===== config.mk =====
export PLATFORM = sky130hd
export DESIGN_NAME = sysport_ctl
export DESIGN_NICKNAME = d
export VERILOG_FILES = /design/src/rtl/sysport_pkg.sv /design/src/rtl/sysport_cmd_dec.sv /design/src/rtl/sysport_reg.sv /design/src/rtl/sysport_pulse.sv /design/src/rtl/sysport_ctl.sv
export SDC_FILE = /design/constraint.sdc
export NUM_CORES = 1
export LEC_CHECK = 0
export BUFFER_PORTS_ARGS = -buffer_cell sky130_fd_sc_hd__buf_2
export CELL_PAD_IN_SITES_DETAIL_PLACEMENT = 0
export CELL_PAD_IN_SITES_GLOBAL_PLACEMENT = 1
export CORE_AREA = 5 5 61 63
export DETAILED_ROUTE_END_ITERATION = 8
export DIE_AREA = 0 0 66 68
export PLACE_DENSITY_LB_ADDON = 0.2
export SLEW_MARGIN = 20
export SYNTH_ARGS = -nofsm -noshare
export SYNTH_HDL_FRONTEND = slang
export SYNTH_HIERARCHICAL = 1
export SYNTH_SLANG_ARGS = --single-unit

===== constraint.sdc =====
create_clock -name clk -period 5.03 [get_ports clk]
set_input_delay 1.006 -clock clk [delete_from_list [all_inputs] [get_ports clk]]
set_output_delay 1.006 -clock clk [all_outputs]
set_load 0.005 [all_outputs]

===== src/rtl/sysport_pkg.sv =====
package sysport_pkg;

  localparam logic [7:0] PORT_RESET_VAL = 8'hCF;
  localparam logic [7:0] CMD_GATE_ON    = 8'hDF;
  localparam logic [7:0] CMD_GATE_OFF   = 8'hDD;
  localparam logic [3:0] PULSE_GROUP    = 4'hF;

  localparam int RUN_BIT  = 0;
  localparam int GATE_BIT = 1;
  localparam int KBF_BIT  = 4;
  localparam int AXF_BIT  = 5;

  // ceil(mhz * ns / 1000), never below one cycle
  function automatic int pulse_cycles(input int mhz, input int ns);
    int v;
    v = (mhz * ns + 999) / 1000;
    return (v < 1) ? 1 : v;
  endfunction

  function automatic logic in_pulse_group(input logic [7:0] code);
    return code[7:4] == PULSE_GROUP;
  endfunction

  // only bit 0 of a pulse-group code matters; clear means reset
  function automatic logic pulse_hits_run(input logic [7:0] code);
    return in_pulse_group(code) && !code[RUN_BIT];
  endfunction

  // stored port bits after one cycle of write and gate commands
  function automatic logic [7:0] next_port(input logic [7:0] cur,
                                           input logic       wr,
                                           input logic [7:0] data,
                                           input logic       g_on,
                                           input logic       g_off,
                                           input logic       kbf,
                                           input logic       axf);
    logic [7:0] v;
    v = wr ? data : cur;
    if (g_on)  v[GATE_BIT] = 1'b1;
    if (g_off) v[GATE_BIT] = 1'b0;
    v[KBF_BIT] = kbf;
    v[AXF_BIT] = axf;
    return v;
  endfunction

endpackage


===== src/rtl/sysport_cmd_dec.sv =====
module sysport_cmd_dec
  import sysport_pkg::*;
(
  input  logic       cmd_valid,
  input  logic [7:0] cmd_code,
  output logic       gate_on,
  output logic       gate_off,
  output logic       cmd_reset
);

  always_comb begin
    gate_on   = cmd_valid && (cmd_code == CMD_GATE_ON);
    gate_off  = cmd_valid && (cmd_code == CMD_GATE_OFF);
    cmd_reset = cmd_valid && pulse_hits_run(cmd_code);
  end

endmodule


===== src/rtl/sysport_reg.sv =====
module sysport_reg
  import sysport_pkg::*;
(
  input  logic       clk,
  input  logic       rst_n,
  input  logic       wr_en,
  input  logic [7:0] wr_data,
  input  logic       gate_on,
  input  logic       gate_off,
  input  logic       kbd_full,
  input  logic       aux_full,
  output logic [7:0] port_q,
  output logic       a20_gate,
  output logic       wr_reset
);

  always_ff @(posedge clk or negedge rst_n) begin
    if (!rst_n) port_q <= PORT_RESET_VAL;
    else        port_q <= next_port(port_q, wr_en, wr_data, gate_on, gate_off,
                                    kbd_full, aux_full);
  end

  assign a20_gate = port_q[GATE_BIT];
  assign wr_reset = wr_en && !wr_data[RUN_BIT];

  // gate commands land one cycle later
  p_gate_on_r5: assert property (@(posedge clk) disable iff (!rst_n)
    gate_on |=> a20_gate);
  p_gate_off_r5: assert property (@(posedge clk) disable iff (!rst_n)
    gate_off |=> !a20_gate);

  // buffer flags appear one register later
  p_mirror_r8: assert property (@(posedge clk) disable iff (!rst_n)
    1'b1 |=> port_q[AXF_BIT:KBF_BIT] == $past({aux_full, kbd_full}));

  // written byte reaches stored bits when no gate command competes
  p_write_r3: assert property (@(posedge clk) disable iff (!rst_n)
    (wr_en && !gate_on && !gate_off) |=>
      (port_q[7:6] == $past(wr_data[7:6]) && port_q[3:0] == $past(wr_data[3:0])));

  // without write or gate command the stored bits hold
  p_hold_r7: assert property (@(posedge clk) disable iff (!rst_n)
    (!wr_en && !gate_on && !gate_off) |=>
      (port_q[7:6] == $past(port_q[7:6]) && port_q[3:0] == $past(port_q[3:0])));

endmodule


===== src/rtl/sysport_pulse.sv =====
module sysport_pulse #(
  parameter int PULSE_CYC = 6
) (
  input  logic clk,
  input  logic rst_n,
  input  logic req,
  output logic active
);

  localparam int CW = $clog2(PULSE_CYC + 1);
  localparam logic [CW-1:0] LOAD = CW'(PULSE_CYC);

  logic [CW-1:0] cnt;
  logic          fire;

  assign fire   = req && (cnt == '0);
  assign active = (cnt != '0);

  always_ff @(posedge clk or negedge rst_n) begin
    if (!rst_n)       cnt <= '0;
    else if (fire)    cnt <= LOAD;
    else if (active)  cnt <= cnt - CW'(1);
  end

  // an idle stretcher starts on a request
  p_start_r9: assert property (@(posedge clk) disable iff (!rst_n)
    (req && !active) |=> active);
  // the last counted cycle ends the pulse
  p_end_r9: assert property (@(posedge clk) disable iff (!rst_n)
    (cnt == CW'(1) && !req) |=> !active);
  // a running pulse is never reloaded
  p_no_restart_r10: assert property (@(posedge clk) disable iff (!rst_n)
    (active && cnt != CW'(1)) |=> (cnt == $past(cnt) - CW'(1)));
  p_last_ignored_r10: assert property (@(posedge clk) disable iff (!rst_n)
    (cnt == CW'(1)) |=> !active);

endmodule


===== src/rtl/sysport_ctl.sv =====
module sysport_ctl
  import sysport_pkg::*;
#(
  parameter int CLK_MHZ  = 250,
  parameter int PULSE_NS = 6000
) (
  input  logic       clk,
  input  logic       rst_n,
  input  logic       cmd_valid,
  input  logic [7:0] cmd_code,
  input  logic       wr_en,
  input  logic [7:0] wr_data,
  input  logic       kbd_full,
  input  logic       aux_full,
  output logic [7:0] port_val,
  output logic       a20_gate,
  output logic       sys_reset_req
);

  localparam int PULSE_CYC = pulse_cycles(CLK_MHZ, PULSE_NS);

  logic gate_on, gate_off, cmd_reset, wr_reset, reset_req;

  sysport_cmd_dec u_dec (
    .cmd_valid (cmd_valid),
    .cmd_code  (cmd_code),
    .gate_on   (gate_on),
    .gate_off  (gate_off),
    .cmd_reset (cmd_reset)
  );

  sysport_reg u_reg (
    .clk      (clk),
    .rst_n    (rst_n),
    .wr_en    (wr_en),
    .wr_data  (wr_data),
    .gate_on  (gate_on),
    .gate_off (gate_off),
    .kbd_full (kbd_full),
    .aux_full (aux_full),
    .port_q   (port_val),
    .a20_gate (a20_gate),
    .wr_reset (wr_reset)
  );

  assign reset_req = cmd_reset | wr_reset;

  sysport_pulse #(.PULSE_CYC(PULSE_CYC)) u_pulse (
    .clk    (clk),
    .rst_n  (rst_n),
    .req    (reset_req),
    .active (sys_reset_req)
  );

  // pulse-group code with bit 0 clear starts a pulse
  p_cmd_reset_r6: assert property (@(posedge clk) disable iff (!rst_n)
    (cmd_valid && cmd_code[7:4] == 4'hF && !cmd_code[0] && !sys_reset_req)
      |=> sys_reset_req);
  // no request source leaves an idle pulse idle
  p_no_spurious_r7: assert property (@(posedge clk) disable iff (!rst_n)
    (!sys_reset_req && !(wr_en && !wr_data[0]) &&
     !(cmd_valid && cmd_code[7:4] == 4'hF && !cmd_code[0])) |=> !sys_reset_req);
  // port write with run bit low starts a pulse
  p_wr_reset_r4: assert property (@(posedge clk) disable iff (!rst_n)
    (wr_en && !wr_data[0] && !sys_reset_req) |=> sys_reset_req);
  // gate level tracks port bit 1
  p_gate_bit_r2: assert property (@(posedge clk) disable iff (!rst_n)
    a20_gate == port_val[1]);

endmodule


==> results of run 1 <==
kinds of logic after synthesis:
logic type | share of synthesized area (%)
AOI/OAI and AO/OA | 11.72
adders and majority gates | 2.366
buffers and inverters | 5.325
DFF | 45.68
muxes | 12.90
and+or+nand+nor | 22.01
sequential cells by signal, summed over array words and instances (netlist names):
register      count
u_pulse/cnt      11
u_reg/port_q      8
placed cells by master, fill, tap and decap left out, drive strengths merged, types with 2 or more instances in the layout:
master	count
dfstp	6
o21ai	2
or4	4
nand2b	3
nor3b	2
o211ai	2
nand3	3
buf	29
dfrtp	13
a21oi	2
nand4	2
or3	2
o41ai	3
ha	2
clkbuf	3
o31ai	4
nor3	5
inv	7
mux2i	5
mux2	6
through the flow:
stage / cell area, um2 / setup slack (ns) / util (%) / hold WS, ns
finish: 1257 / 2.082 / 39.55 / 0.5676
global route: 1257 / 1.978 / 39.55 / 0.6028
detailed placement: 1230 / 2.432 / 38.69 / 0.5577
CTS: 1257 / 2.075 / 39.55 / 0.5762
global placement: 1230 / 2.420 / 38.69 / 0.5529
floorplan: 1057 / 2.663 / - / 0.5087
final timing paths:
kind / endpoint / slack, ns / cells past startpoint
min in group asynchronous: u_pulse/cnt[8] / 0.62 / 1
max reg2reg: u_pulse/cnt[0] / 3.17 / 4
max: sys_reset_req / 2.08 / 4
min reg2reg: u_pulse/cnt[5] / 0.57 / 1
min: u_pulse/cnt[5] / 0.57 / 1
max in group asynchronous: u_reg/port_q[3] / 4.07 / 1
area by class of cell:
class / count / area (um2) / share of cell area, %
repair buffers: 29 / 145.1 / 11.54
clock inverters: 1 / 5.005 / 0.3980
flip-flops and latches: 19 / 483.0 / 38.41
inverters: 7 / 26.28 / 2.090
multi-input cells: 62 / 518.0 / 41.19
well taps: 46 / 57.56 / 4.577
clock buffers: 3 / 22.52 / 1.791
power by group through the flow:
stage	combinational, W	sequential, W	clock, W
5_1_grt	0.000175	0.000267	0.0000921
3_5_place_dp	0.000155	0.000260	0
2_1_floorplan	0.000131	0.000242	0
3_3_place_gp	0.000151	0.000259	0
4_1_cts	0.000157	0.000257	0.0000869
6_report	0.000155	0.000258	0.0000827
metal layers:
metal  wire, um  part of all wire [%]  vias up  track usage (%)
met5          0                     0        -                0
met2       1036                    47       33            15.89
met3        166                   7.5        4            2.791
li1           -                     -      406                -
met4         27                   1.2        0            5.330
met1        978                    44      371            14.24
critical path, delay by kind of cell, from the launching register on:
family / cells / cell delay (ns)
and+or+nand+nor: 2 / 0.96
buffers and inverters: 2 / 0.20
DFF: 1 / 0.48
==> summary.json, run 1 <==
{
  "run_status": "finished, final reports clean",
  "fin_crit_ns": 2.948,
  "design.final.nets": 146,
  "starting_density_pct": 33.25,
  "antenna_cells_inserted": 0,
  "cts.clk_slew.worst_paths_ns": 0.12,
  "dieWidth_um": 66,
  "p_sw_w": 0.0001885,
  "drt_wl_total_um": 2208,
  "cts.path.max_buffers": 2,
  "drt.antenna.violating_nets": 0,
  "hp-start": "u_pulse/cnt[5]",
  "chipHeight_um": 68,
  "clock_power_share_pct": 16.7,
  "post_cts_sizing": 0,
  "detailedRoute.firstPassIterationCount": 4,
  "total_of_buffers_placed_on_input_and_output_ports": 29,
  "cp_cell_sequence": "or4_4 -> nor3_4 -> inv_2 -> buf_2",
  "globalRoute.totalOverflow": 0,
  "power.ir.vdd_worst_v": 0.0001260,
  "via_per_inst": 4.874,
  "postCtsHoldBufs": 0,
  "grt_setup_unrepaired": "false",
  "synth_edf_count": 0,
  "postSynthCellCount": 91,
  "worst_path_largest_cell_delay_ns": 0.61,
  "fin_tns_setup_ns": 0,
  "area_growth_from_synthesis_to_final_layout_pct": 18.94,
  "first_global_vias": 765,
  "sequential_group_share_of_total_power_pct": 52.1,
  "post-route-drc-count": 0,
  "synth.most_common_cell": "dfrtp_1",
  "synth_cell_types": 42,
  "mappedNetlistArea_um2": 1057,
  "grt_start_max_net_pins": 20,
  "groute.usage.overall_pct": 10.65,
  "timing.critical_path.from_type": "register",
  "synth_flop_type": "dfrtp_1",
  "detailedPlacementHpwl_um": 1673,
  "pwr_density_cell_nw_per_um2": 394.1,
  "worstSetupPathType": "register to output pin",
  "timing.max_cap.violations": 0,
  "detail_route.iter0.violations": 24,
  "synthDominantCellAreaShare_pct": 30.77,
  "clkSinkCount": 19,
  "hold_path.class": "register to register",
  "synth-seq-area-share_pct": 45.68,
  "h_tree_depth_reported_by_cts": 1,
  "path_max_fanout": 8,
  "standard_cell_with_the_maximum_stage_delay_on_the_critical_path": "or4_4",
  "final_hold_viol_count": 0,
  "drt-wirelength-per-cell_um": 13.22,
  "async_reset_ff_share_pct": 100.0,
  "fin_max_slew_vios": 0,
  "setup_viol": 0,
  "clock_tree_from_tritoncts": "done",
  "synth.top_cells.by_area": "dfrtp_1 31%, dfstp_2 15%, mux2_4 7.1%",
  "antenna_violations_before_repair": 0,
  "synth.yosys.warnings": 6,
  "floorplan.rows": 21,
  "cellLeakagePower_nw": 0.5294,
  "dp_cells": 163,
  "r2r-start": "u_pulse/cnt[4]",
  "worst_skew_pair.late_latency_ns": 0.30,
  "timing_worst_slew_pin_value_ns": 0.5906,
  "design.core.area_um2": 3179,
  "clock-root-buffer": "clkbuf_4",
  "first_pass_grt_wire_length_um": 3581,
  "total_power_w": 0.0004956,
  "ys_seq_elements": 19,
  "floorplan.io_pins": 32,
  "worstSetupStartpoint": "u_pulse/cnt[4]",
  "final_min_period_over_clock_period_pct": 58.60,
  "post_layout_nonfiller_instances": 167,
  "netlist.top_cell.by_area": "dfrtp_1",
  "design.die.area_um2": 4488,
  "swShare_pct": 38.04,
  "fillerInstances": 317,
  "globalplace.congestion": 0.7410,
  "part_of_the_power_in_combinational_logic_pct": 31.2,
  "worst_ep_arrival_time_ns": 1.94,
  "syn_nets": 115,
  "cp.required_ns": 4.02,
  "crit_path_end_kind": "output pin",
  "drive_above_1_share_pct": 43.80,
  "highest_attainable_clock_frequency_mhz": 339.3,
  "tritoncts.num_buffers": 3,
  "worst_slew_margin_relative_to_its_limit_pct": 60.07,
  "synth_commonest_cells": "13 x dfrtp_1, 6 x dfstp_2, 6 x inv_1",
  "internal_power_w": 0.0003070,
  "largest_clock_skew_in_the_final_design_ns": 0.004135,
  "postCtsSetupRepairBufs": 0,
  "postSynthAreaPerCell_um2": 11.62,
  "vias": 814
}
Power figures use the tool's default switching activity.
==> run 2: changes to the inputs <==
==> constraint.sdc (replaced) <==
create_clock -name clk -period 2.7 [get_ports clk]
set_input_delay 0.54 -clock clk [delete_from_list [all_inputs] [get_ports clk]]
set_output_delay 0.54 -clock clk [all_outputs]
set_load 0.005 [all_outputs]
==> run 2 against run 1 <==
Die area unchanged. Non-clock buffer count unchanged. Critical path depth unchanged. Critical endpoint unchanged. Largest cell class unchanged. Core utilization unchanged. Register-to-register slack got worse by 2.3 ns. Via count grew 2.6%. Clock-buffer cell count unchanged. Power increased by 87%. Sequential share of layout area is the same. Sequential power rose by 87%.
==> summary.json, run 2 (same netlist as run 1, synthesis figures left out) <==
{
  "run_status": "finished, final reports clean",
  "postCtsSetupRepairBufs": 0,
  "drt.antenna.violating_nets": 0,
  "power.ir.vdd_worst_v": 0.0002968,
  "setup_viol": 0,
  "worstPathBufferInverterCount": 2,
  "globalplace.congestion": 0.7857,
  "design.core.area_um2": 3179,
  "ff_latch_area_um2": 483.0,
  "worstSetupStartpoint": "u_pulse/cnt[4]",
  "worst_slew_margin_relative_to_its_limit_pct": 54.42,
  "fin_max_slew_vios": 0,
  "reg2reg_depth": 4,
  "h_tree_depth_reported_by_cts": 1,
  "standard_cell_with_the_maximum_stage_delay_on_the_critical_path": "or4_4",
  "vias": 835,
  "first_pass_grt_wire_length_um": 3650,
  "total_power_w": 0.0009243,
  "post_cts_sizing": 0,
  "timing.max_cap.violations": 0,
  "crit_path_end_kind": "output pin",
  "drive_above_1_share_pct": 43.80,
  "post-route-drc-count": 0,
  "tritoncts.num_buffers": 3,
  "largest_reg_flops": 11,
  "drt_wl_total_um": 2248,
  "globalRoute.totalOverflow": 0,
  "area_growth_from_synthesis_to_final_layout_pct": 18.94,
  "groute.usage.overall_pct": 10.80,
  "total_of_buffers_placed_on_input_and_output_ports": 29,
  "worst-path-stages": 4,
  "drt-wirelength-per-cell_um": 13.46,
  "hold_path.class": "primary input to asynchronous set/reset pin",
  "timing.critical_path.from_type": "register",
  "worst_skew_pair.late_latency_ns": 0.30,
  "design.final.nets": 146,
  "crit_family": "simple AND/OR/NAND/NOR gates",
  "clkSinkCount": 19,
  "floorplan.io_pins": 32,
  "detail_route.iter0.violations": 18,
  "dieWidth_um": 66,
  "cp_cell_sequence": "or4_4 -> nor3_4 -> inv_2 -> buf_2",
  "layout_top_registers": "u_pulse/cnt: 11 flops, u_reg/port_q: 8 flops",
  "antenna_violations_before_repair": 0,
  "largest_clock_skew_in_the_final_design_ns": 0.002454,
  "first_global_vias": 821,
  "cts.path.max_buffers": 2,
  "worst_ep_arrival_time_ns": 1.93,
  "multi_input_gate_area_um2": 518.0,
  "biggest_register": "u_pulse/cnt",
  "design.die.area_um2": 4488,
  "starting_density_pct": 33.25,
  "detailedRoute.firstPassIterationCount": 4,
  "worst_path_largest_cell_delay_ns": 0.61,
  "most-common-layout-cells": "29 x buf_2, 13 x dfrtp_1, 6 x inv_1, 6 x dfstp_2",
  "cts.clk_slew.worst_paths_ns": 0.11,
  "final_min_period_over_clock_period_pct": 91.61,
  "postCtsHoldBufs": 0,
  "via_per_inst": 5.000,
  "clock_tree_from_tritoncts": "done",
  "detailedPlacementHpwl_um": 1707,
  "clock-root-buffer": "clkbuf_4",
  "grt_start_max_net_pins": 20,
  "antenna_cells_inserted": 0,
  "chipHeight_um": 68,
  "cellLeakagePower_nw": 0.5294,
  "pwr_density_cell_nw_per_um2": 735.1,
  "floorplan.rows": 21,
  "grt_setup_unrepaired": "false",
  "final_hold_viol_count": 0,
  "timing_worst_slew_pin_value_ns": 0.6741,
  "layout.cells.most_common": "buf_2",
  "fillerInstances": 321,
  "r2r-start": "u_pulse/cnt[4]",
  "path_max_fanout": 8,
  "highest_attainable_clock_frequency_mhz": 404.3,
  "worstSetupPathType": "register to output pin",
  "fin_tns_setup_ns": 0,
  "fin_crit_ns": 2.473,
  "cp.required_ns": 2.16
}
==> run 2: metal layers <==
layer	track usage, %	share of wire [%]	up-vias
met5	0	0	-
met3	2.627	5.0	4
met2	17.40	49	30
met1	13.47	45	391
li1	-	-	410
met4	5.584	1.4	0
==> run 2: layout make-up <==
| class | count | area share, % |
|---|---|---|
| multi-input combinational | 62 | 41.19 |
| sequential | 19 | 38.41 |
| timing repair buffer | 29 | 11.54 |
| tap | 46 | 4.577 |
| inverter | 7 | 2.090 |
| clock buffer | 3 | 1.791 |
| clock inverter | 1 | 0.3980 |
==> run 2: per-stage QoR <==
stage | setup WS (ns) | std cells | utilization (%) | hold WS (ns) | area, um2
3_3_place_gp | 0.5605 | 163 | 38.69 | 0.5090 | 1230
5_1_grt | 0.1238 | 167 | 39.55 | 0.1778 | 1257
3_5_place_dp | 0.5669 | 163 | 38.69 | 0.5111 | 1230
4_1_cts | 0.1909 | 167 | 39.55 | 0.1687 | 1257
6_report | 0.2266 | 167 | 39.55 | 0.1534 | 1257
2_1_floorplan | 0.7988 | 91 | - | 0.2444 | 1057
==> run 2: power by group <==
| part | total, W | internal (W) | switching, W |
|---|---|---|---|
| combinational | 0.000295 | 0.000145 | 0.000150 |
| sequential | 0.000482 | 0.000371 | 0.000111 |
| clock | 0.000147 | 0.0000552 | 0.0000917 |
| total | 0.000924 | 0.000572 | 0.000353 |
==> run 2: worst reg2reg max path: stages, from the launching register on <==
cell     delay [ns]
dfrtp_1        0.49
or4_4          0.61
nor3_4         0.33
inv_2          0.08
mux2_2         0.27
==> run 2: worst paths after layout <==
path                                        end  slack (ns)
max in group asynchronous       u_reg/port_q[0]        2.21
worst min register to register  u_reg/port_q[1]        0.57
min in group clk                u_reg/port_q[5]        0.34
worst min-delay path             u_pulse/cnt[8]        0.15
worst max register to register   u_pulse/cnt[0]        0.83
worst max-delay path              sys_reset_req        0.23
==> run 3: changes to the inputs <==
==> constraint.sdc (replaced) <==
create_clock -name clk -period 2.83 [get_ports clk]
set_input_delay 0.566 -clock clk [delete_from_list [all_inputs] [get_ports clk]]
set_output_delay 0.566 -clock clk [all_outputs]
set_load 0.005 [all_outputs]
==> run 3 against run 2 <==
Worst hold slack improved by 0.033 ns. Cell area unchanged. Setup slack better by 0.11 ns. Sequential share of layout area stayed put. Critical path depth unchanged. Core utilization stayed put. Die area did not move. Non-clock buffer count unchanged.
==> summary.json, run 3 (same netlist as run 1, synthesis figures left out) <==
{
  "worstSetupPathType": "register to output pin",
  "floorplan.io_pins": 32,
  "chipHeight_um": 68,
  "dieWidth_um": 66,
  "drt.antenna.violating_nets": 0,
  "path_max_fanout": 8,
  "ff_latch_area_um2": 483.0,
  "floorplan.rows": 21,
  "starting_density_pct": 33.25,
  "timing_worst_slew_pin_value_ns": 0.6905,
  "total_of_buffers_placed_on_input_and_output_ports": 29,
  "postCtsSetupRepairBufs": 0,
  "fin_tns_setup_ns": 0,
  "most-common-layout-cells": "29 x buf_2, 13 x dfrtp_1, 6 x inv_1, 6 x dfstp_2",
  "final_min_period_over_clock_period_pct": 88.20,
  "hold_path.class": "primary input to asynchronous set/reset pin",
  "cellLeakagePower_nw": 0.5294,
  "worst_slew_margin_relative_to_its_limit_pct": 53.32,
  "design.final.nets": 146,
  "met3_track_demand_over_resource_in_global_routing_pct": 2.956,
  "total_power_w": 0.0008832,
  "finalCoreUtilization_pct": 39.55,
  "reg2reg_depth": 5,
  "layout.cells.most_common": "buf_2",
  "drt-wirelength-per-cell_um": 13.82,
  "multi_input_gate_area_um2": 518.0,
  "post_cts_sizing": 0,
  "hold-worst-slack_ns": 0.1862,
  "grt_setup_unrepaired": "false",
  "worst_skew_pair.late_latency_ns": 0.30,
  "final_hold_viol_count": 0,
  "most_used_routing_layer": "met2",
  "pwr_density_cell_nw_per_um2": 702.4,
  "area_growth_from_synthesis_to_final_layout_pct": 18.94,
  "fraction_of_met2_tracks_used_by_global_routing_pct": 17.77,
  "cts.clk_slew.worst_paths_ns": 0.12,
  "design.die.area_um2": 4488,
  "groute.usage.overall_pct": 11.08,
  "fin_max_slew_vios": 0,
  "largest_reg_flops": 11,
  "grt_start_max_net_pins": 20,
  "power.ir.vdd_worst_v": 0.0002334,
  "setup_viol": 0,
  "drive_above_1_share_pct": 43.80,
  "timing.critical_path.from_type": "register",
  "postCtsHoldBufs": 0,
  "detailedPlacementHpwl_um": 1751,
  "run_status": "finished, final reports clean",
  "antenna_violations_before_repair": 0,
  "tritoncts.num_buffers": 3,
  "detail_route.iter0.violations": 28,
  "largest_clock_skew_in_the_final_design_ns": 0.002588,
  "drt_wl_total_um": 2308,
  "fin_crit_ns": 2.496,
  "via_per_inst": 5.090,
  "vias": 850,
  "timing.max_cap.violations": 0,
  "first_pass_grt_wire_length_um": 3795,
  "fillerInstances": 315,
  "detailedRoute.firstPassIterationCount": 4,
  "globalplace.congestion": 0.7677,
  "worst_ep_arrival_time_ns": 1.93,
  "globalRoute.totalOverflow": 0,
  "global_routing_usage_on_met1_pct": 14.16,
  "crit_path_end_kind": "output pin",
  "layout_top_registers": "u_pulse/cnt: 11 flops, u_reg/port_q: 8 flops",
  "highest_attainable_clock_frequency_mhz": 400.6,
  "clkSinkCount": 19,
  "place_worst_setup_slack_ns": 0.6789,
  "setup.worst_path.end": "sys_reset_req",
  "first_global_vias": 817,
  "post-route-drc-count": 0,
  "biggest_register": "u_pulse/cnt",
  "r2r-start": "u_pulse/cnt[0]",
  "cp.required_ns": 2.26,
  "ff2ff_setup_slack_ns": 0.94,
  "antenna_cells_inserted": 0,
  "setup_ws_ns": 0.3340,
  "crit-reg2reg-capture": "u_pulse/cnt[3]",
  "worstSetupStartpoint": "u_pulse/cnt[4]",
  "clock_tree_from_tritoncts": "done",
  "clock-root-buffer": "clkbuf_4",
  "cts.path.max_buffers": 2,
  "design.core.area_um2": 3179,
  "h_tree_depth_reported_by_cts": 1
}
run 3: cell counts in the layout (fill, tap and decap cells not counted):
Identical to the previous run, type by type.
run 3: layer usage:
layer	part of all wire [%]	up-vias
li1	-	406
met4	0.61	0
met2	49	33
met5	0	-
met3	5.9	2
met1	44	409
run 3: worst min-delay path by stage:
stage | startpoint | endpoint | slack, ns | cells after the start
global route | rst_n | u_pulse/cnt[7] | 0.21 | 1
global placement | rst_n | u_pulse/cnt[8] | 0.53 | 1
floorplan | rst_n | u_pulse/cnt[0] | 0.27 | 0
finish | rst_n | u_pulse/cnt[8] | 0.19 | 1
detailed placement | rst_n | u_pulse/cnt[8] | 0.54 | 1
CTS | rst_n | u_pulse/cnt[7] | 0.19 | 1
run 3: cell type report:
class	instances	area share, %
well taps	46	4.577
repair buffers	29	11.54
multi-input cells	62	41.19
clock inverters	1	0.3980
inverters	7	2.090
flip-flops and latches	19	38.41
clock buffers	3	1.791
run 3: critical path: stages (launching register included):
cell     delay (ns)
dfrtp_1        0.49
or4_4          0.61
nor3_4         0.32
inv_2          0.08
buf_2          0.13
run 3: report_power, final:
group          switching [W]  leakage (nW)  internal [W]
Clock              0.0000901        0.0177     0.0000526
Combinational       0.000139         0.292      0.000138
Sequential          0.000109         0.219      0.000354
Total               0.000338         0.529      0.000545
run 3: stage by stage:
stage	instances	cell area [um2]
finish	167	1257
global route	167	1257
CTS	167	1257
detailed placement	163	1230
global placement	163	1230
floorplan	91	1057
